==> src/rtl/hpd_pkg.sv <==
package hpd_pkg;
  localparam int ST_W = 3;
  localparam int ST_CORE = 0;
  localparam int ST_RISE = 1;
  localparam int ST_FALL = 2;
  localparam logic [2:0] A_FILTER = 3'd0;
  localparam logic [2:0] A_STATUS = 3'd1;
  localparam logic [2:0] A_CLEAR  = 3'd2;
  localparam logic [2:0] A_ENABLE = 3'd3;
  localparam logic [2:0] A_LEVEL  = 3'd4;
  localparam logic [15:0] FILTER_RESET = 16'hA0A0;
endpackage

==> src/rtl/hpd_sync.sv <==
module hpd_sync #(
  parameter int STAGES = 2
) (
  input  logic clk,
  input  logic rst,
  input  logic d_i,
  output logic q_o
);
  logic [STAGES-1:0] chain_q;

  always_ff @(posedge clk) begin
    if (rst) chain_q <= '0;
    else     chain_q <= {chain_q[STAGES-2:0], d_i};
  end

  assign q_o = chain_q[STAGES-1];
endmodule

==> src/rtl/hpd_debounce.sv <==
module hpd_debounce #(
  parameter int EXP_W = 4,
  parameter int CNT_W = 12,
  parameter int PRE_W = 16
) (
  input  logic             clk,
  input  logic             rst,
  input  logic             sync_i,
  input  logic [EXP_W-1:0] exp_i,
  input  logic [CNT_W-1:0] limit_i,
  output logic             level_o,
  output logic             rise_o,
  output logic             fall_o
);
  logic [PRE_W-1:0] pre_q, period_m1;
  logic             tick;
  logic [CNT_W-1:0] cnt_q;
  logic [CNT_W:0]   limit_eff, cnt_next;
  logic             level_q, level_d1;

  assign period_m1 = ({{(PRE_W-1){1'b0}}, 1'b1} << exp_i) - 1'b1;
  assign tick      = (pre_q >= period_m1);
  assign limit_eff = (limit_i == '0) ? {{CNT_W{1'b0}}, 1'b1} : {1'b0, limit_i};
  assign cnt_next  = {1'b0, cnt_q} + 1'b1;

  always_ff @(posedge clk) begin
    if (rst || tick) pre_q <= '0;
    else             pre_q <= pre_q + 1'b1;
  end

  always_ff @(posedge clk) begin
    if (rst) begin
      level_q <= 1'b0;
      cnt_q   <= '0;
    end else if (sync_i == level_q) begin
      cnt_q <= '0;
    end else if (tick) begin
      if (cnt_next >= limit_eff) begin
        level_q <= sync_i;
        cnt_q   <= '0;
      end else begin
        cnt_q <= cnt_next[CNT_W-1:0];
      end
    end
  end

  always_ff @(posedge clk) begin
    if (rst) begin
      level_d1 <= 1'b0;
      rise_o   <= 1'b0;
      fall_o   <= 1'b0;
    end else begin
      level_d1 <= level_q;
      rise_o   <= level_q & ~level_d1;
      fall_o   <= ~level_q & level_d1;
    end
  end

  assign level_o = level_q;

  // the level moves only toward the synchronized input, and only on a tick
  p_level_follows_sync_r2: assert property (@(posedge clk) disable iff (rst)
    !$stable(level_q) |-> ($past(sync_i) == level_q) && $past(tick));
  // the stability counter never passes the limit
  p_cnt_bound_r2: assert property (@(posedge clk) disable iff (rst)
    {1'b0, cnt_q} < limit_eff || $past(limit_i) != limit_i);
  // a rise and a fall never come out together
  p_edge_exclusive_r4: assert property (@(posedge clk) disable iff (rst)
    $onehot0({rise_o, fall_o}));
endmodule

==> src/rtl/hpd_regs.sv <==
module hpd_regs
  import hpd_pkg::*;
#(
  parameter int ADDR_W = 3,
  parameter int DATA_W = 32,
  parameter int EXP_W  = 4,
  parameter int CNT_W  = 12
) (
  input  logic              clk,
  input  logic              rst,
  input  logic [ADDR_W-1:0] addr_i,
  input  logic              we_i,
  input  logic [DATA_W-1:0] wdata_i,
  output logic [DATA_W-1:0] rdata_o,
  input  logic              rise_i,
  input  logic              fall_i,
  input  logic              core_irq_i,
  input  logic              level_i,
  output logic [EXP_W-1:0]  exp_o,
  output logic [CNT_W-1:0]  limit_o,
  output logic              irq_o
);
  localparam int FILT_W = EXP_W + CNT_W;

  logic [FILT_W-1:0] filter_q;
  logic [ST_W-1:0]   status_q, enable_q, set_vec, clr_vec;
  logic              wr_filter, wr_clear, wr_enable;

  assign wr_filter = we_i && (addr_i == ADDR_W'(A_FILTER));
  assign wr_clear  = we_i && (addr_i == ADDR_W'(A_CLEAR));
  assign wr_enable = we_i && (addr_i == ADDR_W'(A_ENABLE));

  assign set_vec = {fall_i, rise_i, core_irq_i};
  assign clr_vec = wr_clear ? wdata_i[ST_W-1:0] : '0;

  always_ff @(posedge clk) begin
    if (rst) begin
      filter_q <= FILT_W'(FILTER_RESET);
      enable_q <= '0;
    end else begin
      if (wr_filter) filter_q <= wdata_i[FILT_W-1:0];
      if (wr_enable) enable_q <= wdata_i[ST_W-1:0];
    end
  end

  for (genvar i = 0; i < ST_W; i++) begin : g_status
    always_ff @(posedge clk) begin
      if (rst)             status_q[i] <= 1'b0;
      else if (set_vec[i]) status_q[i] <= 1'b1;
      else if (clr_vec[i]) status_q[i] <= 1'b0;
    end
    // a set bit survives unless a clear for it is written
    p_sticky_r6: assert property (@(posedge clk) disable iff (rst)
      status_q[i] && !(wr_clear && wdata_i[i]) |=> status_q[i]);
    // a set event in the clear cycle leaves the bit set
    p_set_wins_r6: assert property (@(posedge clk) disable iff (rst)
      set_vec[i] |=> status_q[i]);
  end

  always_ff @(posedge clk) begin
    if (rst) irq_o <= 1'b0;
    else     irq_o <= |(status_q & enable_q);
  end

  always_ff @(posedge clk) begin
    if (rst) rdata_o <= '0;
    else begin
      rdata_o <= '0;
      case (addr_i)
        ADDR_W'(A_FILTER): rdata_o[FILT_W-1:0] <= filter_q;
        ADDR_W'(A_STATUS): rdata_o[ST_W-1:0]   <= status_q;
        ADDR_W'(A_ENABLE): rdata_o[ST_W-1:0]   <= enable_q;
        ADDR_W'(A_LEVEL):  rdata_o[0]          <= level_i;
        default:           rdata_o             <= '0;
      endcase
    end
  end

  assign exp_o   = filter_q[FILT_W-1:CNT_W];
  assign limit_o = filter_q[CNT_W-1:0];

  // the interrupt needs a nonzero enable one cycle earlier
  p_irq_needs_enable_r7: assert property (@(posedge clk) disable iff (rst)
    irq_o |-> $past(enable_q) != '0);
endmodule

==> src/rtl/hpd_irq_unit.sv <==
module hpd_irq_unit #(
  parameter int ADDR_W = 3,
  parameter int DATA_W = 32,
  parameter int EXP_W  = 4,
  parameter int CNT_W  = 12,
  parameter int PRE_W  = 16,
  parameter int SYNC_STAGES = 2
) (
  input  logic              clk,
  input  logic              rst,
  input  logic              hpd_async_i,
  input  logic              core_irq_i,
  input  logic [ADDR_W-1:0] reg_addr_i,
  input  logic              reg_we_i,
  input  logic [DATA_W-1:0] reg_wdata_i,
  output logic [DATA_W-1:0] reg_rdata_o,
  output logic              irq_o
);
  logic             hpd_sync, level, rise, fall;
  logic [EXP_W-1:0] filt_exp;
  logic [CNT_W-1:0] filt_limit;

  hpd_sync #(.STAGES(SYNC_STAGES)) u_sync (
    .clk(clk), .rst(rst), .d_i(hpd_async_i), .q_o(hpd_sync)
  );

  hpd_debounce #(.EXP_W(EXP_W), .CNT_W(CNT_W), .PRE_W(PRE_W)) u_deb (
    .clk(clk), .rst(rst), .sync_i(hpd_sync), .exp_i(filt_exp),
    .limit_i(filt_limit), .level_o(level), .rise_o(rise), .fall_o(fall)
  );

  hpd_regs #(.ADDR_W(ADDR_W), .DATA_W(DATA_W), .EXP_W(EXP_W), .CNT_W(CNT_W)) u_regs (
    .clk(clk), .rst(rst), .addr_i(reg_addr_i), .we_i(reg_we_i),
    .wdata_i(reg_wdata_i), .rdata_o(reg_rdata_o), .rise_i(rise),
    .fall_i(fall), .core_irq_i(core_irq_i), .level_i(level),
    .exp_o(filt_exp), .limit_o(filt_limit), .irq_o(irq_o)
  );
endmodule

==> config.mk <==
export PLATFORM = sky130hd
export DESIGN_NAME = hpd_irq_unit
export DESIGN_NICKNAME = d
export VERILOG_FILES = /design/src/rtl/hpd_pkg.sv /design/src/rtl/hpd_sync.sv /design/src/rtl/hpd_debounce.sv /design/src/rtl/hpd_regs.sv /design/src/rtl/hpd_irq_unit.sv
export SDC_FILE = /design/constraint.sdc
export NUM_CORES = 1
export LEC_CHECK = 0
export BUFFER_PORTS_ARGS = -buffer_cell sky130_fd_sc_hd__buf_2
export CELL_PAD_IN_SITES_DETAIL_PLACEMENT = 0
export CELL_PAD_IN_SITES_GLOBAL_PLACEMENT = 1
export CORE_MARGIN = 3
export CORE_UTILIZATION = 29
export CTS_CLUSTER_SIZE = 16
export DETAILED_ROUTE_END_ITERATION = 8
export PLACE_DENSITY = 0.71
export SYNTH_ARGS = -nofsm -noshare
export SYNTH_HDL_FRONTEND = slang
export SYNTH_SLANG_ARGS = --single-unit
==> constraint.sdc <==
create_clock -name clk -period 7.05 [get_ports clk]
set_input_delay 1.0575 -clock clk [delete_from_list [all_inputs] [get_ports clk]]
set_output_delay 1.0575 -clock clk [all_outputs]
set_load 0.005 [all_outputs]
After elaboration in Yosys (flattened, before gate mapping). Cells that the tools add are included. W data, S select, Z words.

Bits in latches: 0. Register bits after elaboration: 89. Output and inout bits: 33. Word-level logic and storage cells: 58. Memories kept: 0. RAM bits: 0. Bits in read-only memories: 0.

Bitwise operators: 7. Add/subtract/negate cells: 3. Equality and inequality tests: 5. Shift-type cells: 1. Div/mod/pow operators: 0. Reductions and logical operators: 13. Mux-type cells: 11. Magnitude comparators: 2. $mul: 0.

Operator list (number): $mux W12 (2); $add A16 B1 Y16 const B (1); $ge A16 B16 Y1 (1); $shl A1 B4 Y16 const A (1); $sub A16 B1 Y16 const B (1); $add A12 B1 Y13 const B (1); $ge A13 B13 Y1 (1); $logic_not A12 Y1 (1); $eq A3 B2 Y1 const B (2); $mux W1 (6); $pmux W2 S3 (1); $reduce_bool A2 Y1 (3); $not A1 Y1 (4); $pmux W1 S4 (1); $reduce_or A2 Y1 (2); $and A3 B3 Y3 (1); $eq A3 B1 Y1 const B (1); $eq A3 B3 Y1 const B (1); $logic_and A1 B1 Y1 (3); $logic_not A3 Y1 (1); $mux W3 (1); $reduce_and A3 Y1 (1); $reduce_or A3 Y1 (1); $and A1 B1 Y1 (2); 2 further kinds (2).

Longest topological paths before layout. Gate-level depths: netlist of the first run.

Depth in word-level cells: 5. Mapped depth: 19.

Hierarchy. Synthesis of the first run repeated with hierarchy kept, for this count alone.

Cell total of the unflattened synthesis: 446. Area total of the unflattened synthesis: 4077.7 µm².

Modules (own cells, without submodules): hpd_debounce (instances 1, area an instance 2352.3 µm², cells each 284); hpd_regs (instances 1, area an instance 1672.9 µm², cells each 158); hpd_sync (instances 1, area an instance 52.6 µm², cells each 4).

Worst setup path after synthesis of the first run. Ideal clock, no wire load.

Path kind: register to register. Start: reg u_regs.filter_q[13]. End: reg u_deb.cnt_q[5]. Stages on the path, launching flop included: 17. Required time: 6.933 ns. Path buffers: 3. Arrival time: 3.156 ns. Setup time: 0.117 ns. Slack: 3.776 ns. Cells stage by stage: dfxtp_1 clkbuf_1 clkbuf_1 nor3_1 nand2_1 ha_1 or2_2 o21ai_0 a32oi_1 ha_1 and3_4 a221oi_2 o21a_1 o211ai_2 nor2b_4 buf_6 a32o_1.

Word-level cells in the longest chain between the ends: 3.

Ends and longest elaborated chain: start: declaration (line hpd_regs.sv:25) `logic [FILT_W-1:0] filter_q;`; start signal: assignment (line hpd_regs.sv:38) `filter_q <= FILT_W'(FILTER_RESET);`; start signal: assignment (line hpd_regs.sv:41) `if (wr_filter) filter_q <= wdata_i[FILT_W-1:0];`; $shl A1 B4 Y16 (line hpd_debounce.sv:21) `assign period_m1 = ({{(PRE_W-1){1'b0}}, 1'b1} << exp_i) - 1'b1;`; $sub A16 B1 Y16 (line hpd_debounce.sv:21); $ge A16 B16 Y1 (line hpd_debounce.sv:22) `assign tick = (pre_q >= period_m1);`; end signal: assignment (line hpd_debounce.sv:42) `cnt_q <= cnt_next[CNT_W-1:0];`; end: declaration (line hpd_debounce.sv:17) `logic [CNT_W-1:0] cnt_q;`.

Every way passes these cells. A chain may end at the register's enable or synchronous reset.

Worst setup path after layout of the first run.
Start: reg u_regs.filter_q[13]. End: reg u_deb.pre_q[12].

Word-level cells in the longest chain between the ends: 4.

Ends and longest elaborated chain: $shl A1 B4 Y16 (line hpd_debounce.sv:21); $sub A16 B1 Y16 (line hpd_debounce.sv:21); $ge A16 B16 Y1 (line hpd_debounce.sv:22); $logic_or A1 B1 Y1 (line hpd_debounce.sv:27) `if (rst || tick) pre_q <= '0;`; end signal: assignment (line hpd_debounce.sv:28) `else pre_q <= pre_q + 1'b1;`; end: declaration (line hpd_debounce.sv:15) `logic [PRE_W-1:0] pre_q, period_m1;`.

Every way passes these cells.

==> impl_metrics.csv, run 1 <==
group,metric,value,unit
floorplan,die_width,123,um
timing,worstMarginPinSlew,715,ps
detailed_routing,drtAntennaViolNets,0,
yosys,yosys-top-cells-count,"dfxtp_1, nand2_1, nor2_1, ha_1, a21oi_1",
clock_network,cts_setup_buffers,0,
finish,post_route_cells_drive_above_1_share,14.0,%
global_routing,grt_max_degree,32,
clock_network,cts_resized,0,
clock_network,cts_sinks,73,
timing,hold-worst-slack,411,ps
timing,rsz0062_at_grt,"false",
pwr,p_sw_share,21.8,%
yosys,synth.top_cell.area_share,36.7,%
timing,setup_violations,0,
pwr,p_leak,2.00,nW
critical_path,startpoint_type,"register",
timing,slew_headroom,52.2,%
clock_network,path_clk_slew,60,ps
critical_path,worstPathArrival,4300,ps
finish,antenna-diode-count,0,
pwr,combPwrFrac,4.8,%
detailed_routing,vias,3196,
yosys,synthesis.area,3980,um2
detailed_routing,dr.pass1.iters,4,
finish,syn2layout_area_growth,13.6,%
floorplan,start_util,29.8,%
pwr,internal_power,739,uW
floorplan,die_y,123,um
floorplan,ios,73,
floorplan,die_area,15200,um2
critical_path,path_cells,"nor3_1, nand2_1, ha_1, or2_2, o21ai_0, a32oi_1, ha_1, and3_4, o211ai_1, o21a_1, o211ai_2, nand2b_1, nor2_1",
timing,maxSlewViolCount,0,
detailed_routing,routed_wl,8510,um
detailed_routing,drc,0,
yosys,synth_most_common_cell,"dfxtp_1",
yosys,syn-instance-count,472,
yosys,ys_seq_area_share,36.7,%
placed_design,dp_hpwl,6370,um
clock_network,cts_buffer_depth,2,
critical_path,path_common_cell,"ha_1",
critical_path,cp-end-kind,"register",
yosys,synthTopCellsByArea,"dfxtp_1, ha_1, nand2_1, nor2_1, a21oi_1",
yosys,syn_area_per_cell,8.44,um2
pwr,seqPwrFrac,45.1,%
global_routing,grt_antenna_before_repair,0,
clock_network,cts_buffers,9,
critical_path,crit_slowest_cell,"o211ai_2",
global_routing,grt_pass1_vias,2948,
job,max_cap_viol_count,0,
critical_path,cp.required,7250,ps
clock_network,cts-root-buf,"clkbuf_16",
yosys,synth-seq-cells,73,
placed_design,dp_cells,661,
yosys,synth.distinct_cells,56,
yosys,yosysWarnings,0,
placed_design,gp_congestion,0.762,
finish,post-route-util,33.9,%
timing,fmax,244,MHz
timing,post-route-min-period,4100,ps
yosys,synth-main-ff-cell,"dfxtp_1",
yosys,async_flop_share,0,%
floorplan,rows,42,
global_routing,grtUsageTotal,11.5,%
critical_path,cp_slowest_stage_delay,600,ps
timing,skew,4.21,ps
global_routing,grt_pass1_wl,13800,um
pwr,power.clock.fraction,50.2,%
run_status,status,"completed",
placed_design,port_buffers,40,
detailed_routing,vias_per_cell,4.72,
yosys,yosysTopAreaCell,"dfxtp_1",
detailed_routing,drt_iter0_drc,201,
timing,min_period_over_period,58.2,%
clock_network,htree_levels,3,
pwr,peakVddDrop,0.109,mV
pwr,powerDensity,209,nW/um2
worst_hold_path,min_path_type,"reg2reg",
yosys,synth-edff-count,0,
finish,final_nets,567,
clock_network,clk_latency,330,ps
critical_path,crit_type,"reg2reg",
timing,final-hold-violation-count,0,
floorplan,core_area,13300,um2
pwr,power.switching,205,uW
timing,fin_setup_tns,0,ps
detailed_routing,wl_per_cell,12.6,um
clock_network,hold_buffers,0,
global_routing,grt-ovfl-total,0,
critical_path,path_max_fanout,18,
finish,instances_no_fill,677,
clock_network,cts_tree,"done",
==> stage by stage <==
step                power, mW  setup WS [ps]  instance area [um2]
floorplan               0.471           3780                 4040
global placement        0.478           3040                 4210
detailed placement      0.480           2930                 4210
CTS                     0.956           2910                 4530
global route            0.984           2520                 4530
finish                  0.944           2950                 4530
==> worst paths after layout <==
path / start / endpoint / slack [ps] / cells past startpoint
worst min-delay path: u_deb.level_d1$_SDFF_PP0_ / u_deb.rise_o$_SDFF_PP0_ / 410 / 1
worst min register to register: u_deb.level_d1$_SDFF_PP0_ / u_deb.rise_o$_SDFF_PP0_ / 410 / 1
worst max-delay path: u_regs.filter_q[13]$_SDFFE_PP1P_ / u_deb.pre_q[12]$_SDFF_PP0_ / 2950 / 13
worst max register to register: u_regs.filter_q[13]$_SDFFE_PP1P_ / u_deb.pre_q[12]$_SDFF_PP0_ / 2950 / 13
==> worst max-delay path, delay by kind of cell (launching register included) <==
family,cells,cell delay [ps]
flip-flops,1,470
AO/OA/AOI/OAI,5,1160
adder cells (fa/ha/maj),2,680
AND/OR/NAND/NOR,6,1640
==> cell families (layout without fill, tap and decap cells) <==
family,count (synthesis),count (layout),synth area share [%]
adder cells (fa/ha/maj),31,31,9.74
multiplexers,8,8,2.10
buffers and inverters,62,76,8.29
XOR/XNOR,26,26,5.72
other,2,17,0.189
flip-flops,73,73,36.7
AO/OA/AOI/OAI,85,85,14.9
AND/OR/NAND/NOR,185,185,22.3
==> power groups by stage <==
stage | logic (mW) | registers (mW) | clock network [mW]
after floorplan | 0.0396 | 0.431 | 0
after global placement | 0.0439 | 0.434 | 0
after detailed placement | 0.0454 | 0.435 | 0
after CTS | 0.0457 | 0.425 | 0.485
after global routing | 0.0520 | 0.427 | 0.505
final | 0.0450 | 0.425 | 0.474
==> sequential cells by signal, indices dropped and copies added, names as in the netlist <==
| register | cells |
|---|---|
| u_deb.pre_q | 16 |
| u_regs.filter_q | 16 |
| u_regs.rdata_o | 16 |
| u_deb.cnt_q | 12 |
| u_regs.enable_q | 3 |
| u_regs.status_q | 3 |
| u_sync.chain_q | 2 |
| u_deb.fall_o | 1 |
| u_deb.level_d1 | 1 |
| u_deb.level_o | 1 |
| u_deb.rise_o | 1 |
| u_regs.irq_o | 1 |
==> area by class of cell <==
type,count,area (um2)
tap,176,220
clock buffer,12,267
sequential,73,1460
fill,1424,8820
clock inverter,4,50.0
timing repair buffer,41,208
multi-input combinational,352,2250
inverter,19,71.3
==> cell usage in the layout (no fill, tap or decap), drive strengths merged, types with 12 or more instances in the layout <==
| cell type | n |
|---|---|
| a21oi | 29 |
| nand2 | 54 |
| inv | 19 |
| and2 | 15 |
| clkbuf | 12 |
| ha | 31 |
| xnor2 | 15 |
| dfxtp | 73 |
| buf | 41 |
| nor2 | 45 |
| nand3 | 26 |
| conb | 17 |
==> routing by layer <==
layer / GRT usage [%] / vias to the layer above / share of wire (%) / wire (um)
met5: 0 / - / 0 / 0
met4: 3.74 / 0 / 1.1 / 92
met3: 3.75 / 9 / 2.9 / 243
met2: 19.2 / 31 / 51 / 4320
met1: 14.1 / 1506 / 45 / 3860
li1: - / 1650 / - / -
No activity file was read; power rests on OpenSTA's default activity.
==> inputs of run 2 (changes only) <==
ABC_AREA = 1   (was unset)
PLACE_DENSITY = 0.75   (was 0.71)
clock period = 3.55 ns   (was 7.05 ns; I/O delays follow)
==> impl_metrics.csv, run 2 <==
group,metric,value,unit
run_status,status,"completed",
yosys,synthesis.area,4060,um2
clock_network,cts_buffer_depth,2,
placed_design,port_buffers,40,
yosys,synth_most_common_cell,"nand2_1",
global_routing,grt_antenna_before_repair,0,
timing,setup_ws,589,ps
finish,final_cell_mix,"nand2_1, dfxtp_1, nor2_1",
global_routing,grt_pass1_vias,3196,
timing,post-route-min-period,2960,ps
placed_design,dp_hpwl,6760,um
timing,fmax,338,MHz
yosys,synth.distinct_cells,40,
pwr,p_leak,2.07,nW
critical_path,path_max_fanout,22,
pwr,combPwrFrac,5.8,%
detailed_routing,drc,0,
detailed_routing,dr.pass1.iters,4,
pwr,p_total,1.90,mW
timing,maxSlewViolCount,0,
placed_design,post-place-ws,577,ps
yosys,syn_area_per_cell,7.42,um2
yosys,async_flop_share,0,%
pwr,p_sw_share,22.1,%
finish,final_cell_area,4670,um2
yosys,syn-instance-count,547,
finish,post_route_cells_drive_above_1_share,13.9,%
worst_hold_path,min_path_type,"reg2reg",
pwr,internal_power,1.48,mW
timing,slew_headroom,53.6,%
clock_network,cts_buffers,9,
detailed_routing,drt_iter0_drc,230,
floorplan,rows,42,
critical_path,r2r_start,"u_regs.filter_q[13]$_SDFFE_PP1P_",
critical_path,cp-end-kind,"register",
floorplan,die_area,15500,um2
yosys,synthTopCellsByArea,"dfxtp_1, nand2_1, ha_1, nor2_1, inv_1",
detailed_routing,drtAntennaViolNets,0,
clock_network,path_clk_slew,50,ps
timing,setup_violations,0,
floorplan,core_area,13500,um2
timing,worstMarginPinSlew,696,ps
clock_network,hold_buffers,0,
pwr,power.switching,420,uW
global_routing,grt-ovfl-total,0,
pwr,power.clock.fraction,49.9,%
floorplan,ios,73,
worst_hold_path,min-delay-start,"u_sync.chain_q[0]$_SDFF_PP0_",
global_routing,grt_pass1_wl,14900,um
global_routing,grt_max_degree,25,
clock_network,clk_latency,330,ps
critical_path,startpoint_type,"register",
yosys,yosysTopAreaCell,"dfxtp_1",
yosys,synth-main-ff-cell,"dfxtp_1",
finish,final_common_cell,"nand2_1",
placed_design,gp_congestion,0.906,
clock_network,cts-root-buf,"clkbuf_16",
yosys,synth-edff-count,0,
finish,largest_registers,"u_deb.pre_q (16), u_regs.filter_q (16), u_regs.rdata_o (16)",
clock_network,cts_resized,0,
job,max_cap_viol_count,0,
critical_path,worstPathArrival,3230,ps
timing,min_period_over_period,83.4,%
timing,skew,5.06,ps
critical_path,crit_type,"reg2reg",
pwr,peakVddDrop,0.295,mV
floorplan,start_util,30.2,%
yosys,yosysWarnings,0,
critical_path,crit_path_start,"u_regs.filter_q[13]$_SDFFE_PP1P_",
detailed_routing,routed_wl,8700,um
yosys,ys_seq_area_share,36.0,%
timing,rsz0062_at_grt,"false",
clock_network,cts_setup_buffers,0,
clock_network,cts_sinks,73,
clock_network,htree_levels,3,
floorplan,die_width,124,um
pwr,seqPwrFrac,44.2,%
yosys,synth.top_cell.area_share,36.0,%
timing,final-hold-violation-count,0,
finish,antenna-diode-count,0,
finish,final_nets,658,
detailed_routing,vias,3445,
yosys,yosys-top-cells-count,"nand2_1, dfxtp_1, nor2_1, inv_1",
timing,fin_setup_tns,0,ps
floorplan,die_y,124,um
global_routing,grtUsageTotal,11.6,%
critical_path,cp.required,3810,ps
yosys,synth-seq-cells,73,
detailed_routing,vias_per_cell,4.49,
clock_network,cts_tree,"done",
placed_design,dpl_cell_area,4360,um2
detailed_routing,wl_per_cell,11.3,um
finish,syn2layout_area_growth,15.2,%
pwr,powerDensity,407,nW/um2
[run 2: path summary, 6_finish.rpt]
check / to / slack (ps) / depth (start not counted)
worst min register to register: u_sync.chain_q[1]$_SDFF_PP0_ / 400 / 2
worst min-delay path: u_sync.chain_q[1]$_SDFF_PP0_ / 400 / 2
worst max register to register: u_deb.cnt_q[9]$_SDFFE_PP0P_ / 590 / 16
worst max-delay path: u_deb.cnt_q[9]$_SDFFE_PP0P_ / 590 / 16
[run 2: cell families after synthesis]
kind of cell	Yosys count	share of synthesized area, %
buffers and inverters	94	10.6
XOR/XNOR	21	4.53
adder cells (fa/ha/maj)	31	9.56
other	2	0.185
AND/OR/NAND/NOR	261	30.0
flip-flops	73	36.0
AO/OA/AOI/OAI	65	9.12
[run 2: power groups by stage]
stage	Sequential, mW	Clock (mW)	Combinational (mW)
global route	0.843	1.01	0.130
global placement	0.860	0	0.110
finish	0.842	0.950	0.111
floorplan	0.858	0	0.0899
CTS	0.842	0.975	0.113
detailed placement	0.860	0	0.112
[run 2: layout make-up]
| class | instances | area (um2) |
|---|---|---|
| Tap cell | 176 | 220 |
| Clock buffer | 10 | 229 |
| Sequential cell | 73 | 1460 |
| Clock inverter | 6 | 82.6 |
| Fill cell | 1497 | 8780 |
| Timing Repair Buffer | 41 | 208 |
| Inverter | 67 | 251 |
| Multi-Input combinational cell | 395 | 2220 |
[run 2: layer usage]
| metal | track usage, % | wire length, um |
|---|---|---|
| met1 | 14.6 | 4130 |
| met2 | 19.6 | 4200 |
| met3 | 2.74 | 257 |
| met4 | 3.48 | 106 |
| met5 | 0 | 0 |
[run 2: through the flow]
| stage | cells | hold WS, ps | util (%) |
|---|---|---|---|
| after floorplan | 562 | 388 | - |
| after global placement | 752 | 390 | 32.4 |
| after detailed placement | 752 | 395 | 32.4 |
| after CTS | 768 | 390 | 34.7 |
| after global routing | 768 | 427 | 34.7 |
| final | 768 | 400 | 34.7 |
[run 2: critical path, cell delays in order (launching register included)]
cell	delay [ps]
dfxtp_1	370
nor2_1	250
nand3_1	150
ha_1	300
nand2_1	110
xor2_1	150
inv_1	60
ha_1	260
nand2_1	70
inv_2	40
nand2_1	60
nand2_1	90
a21oi_4	290
nand3_4	280
nand2_1	160
nand2_2	100
nor2_1	140
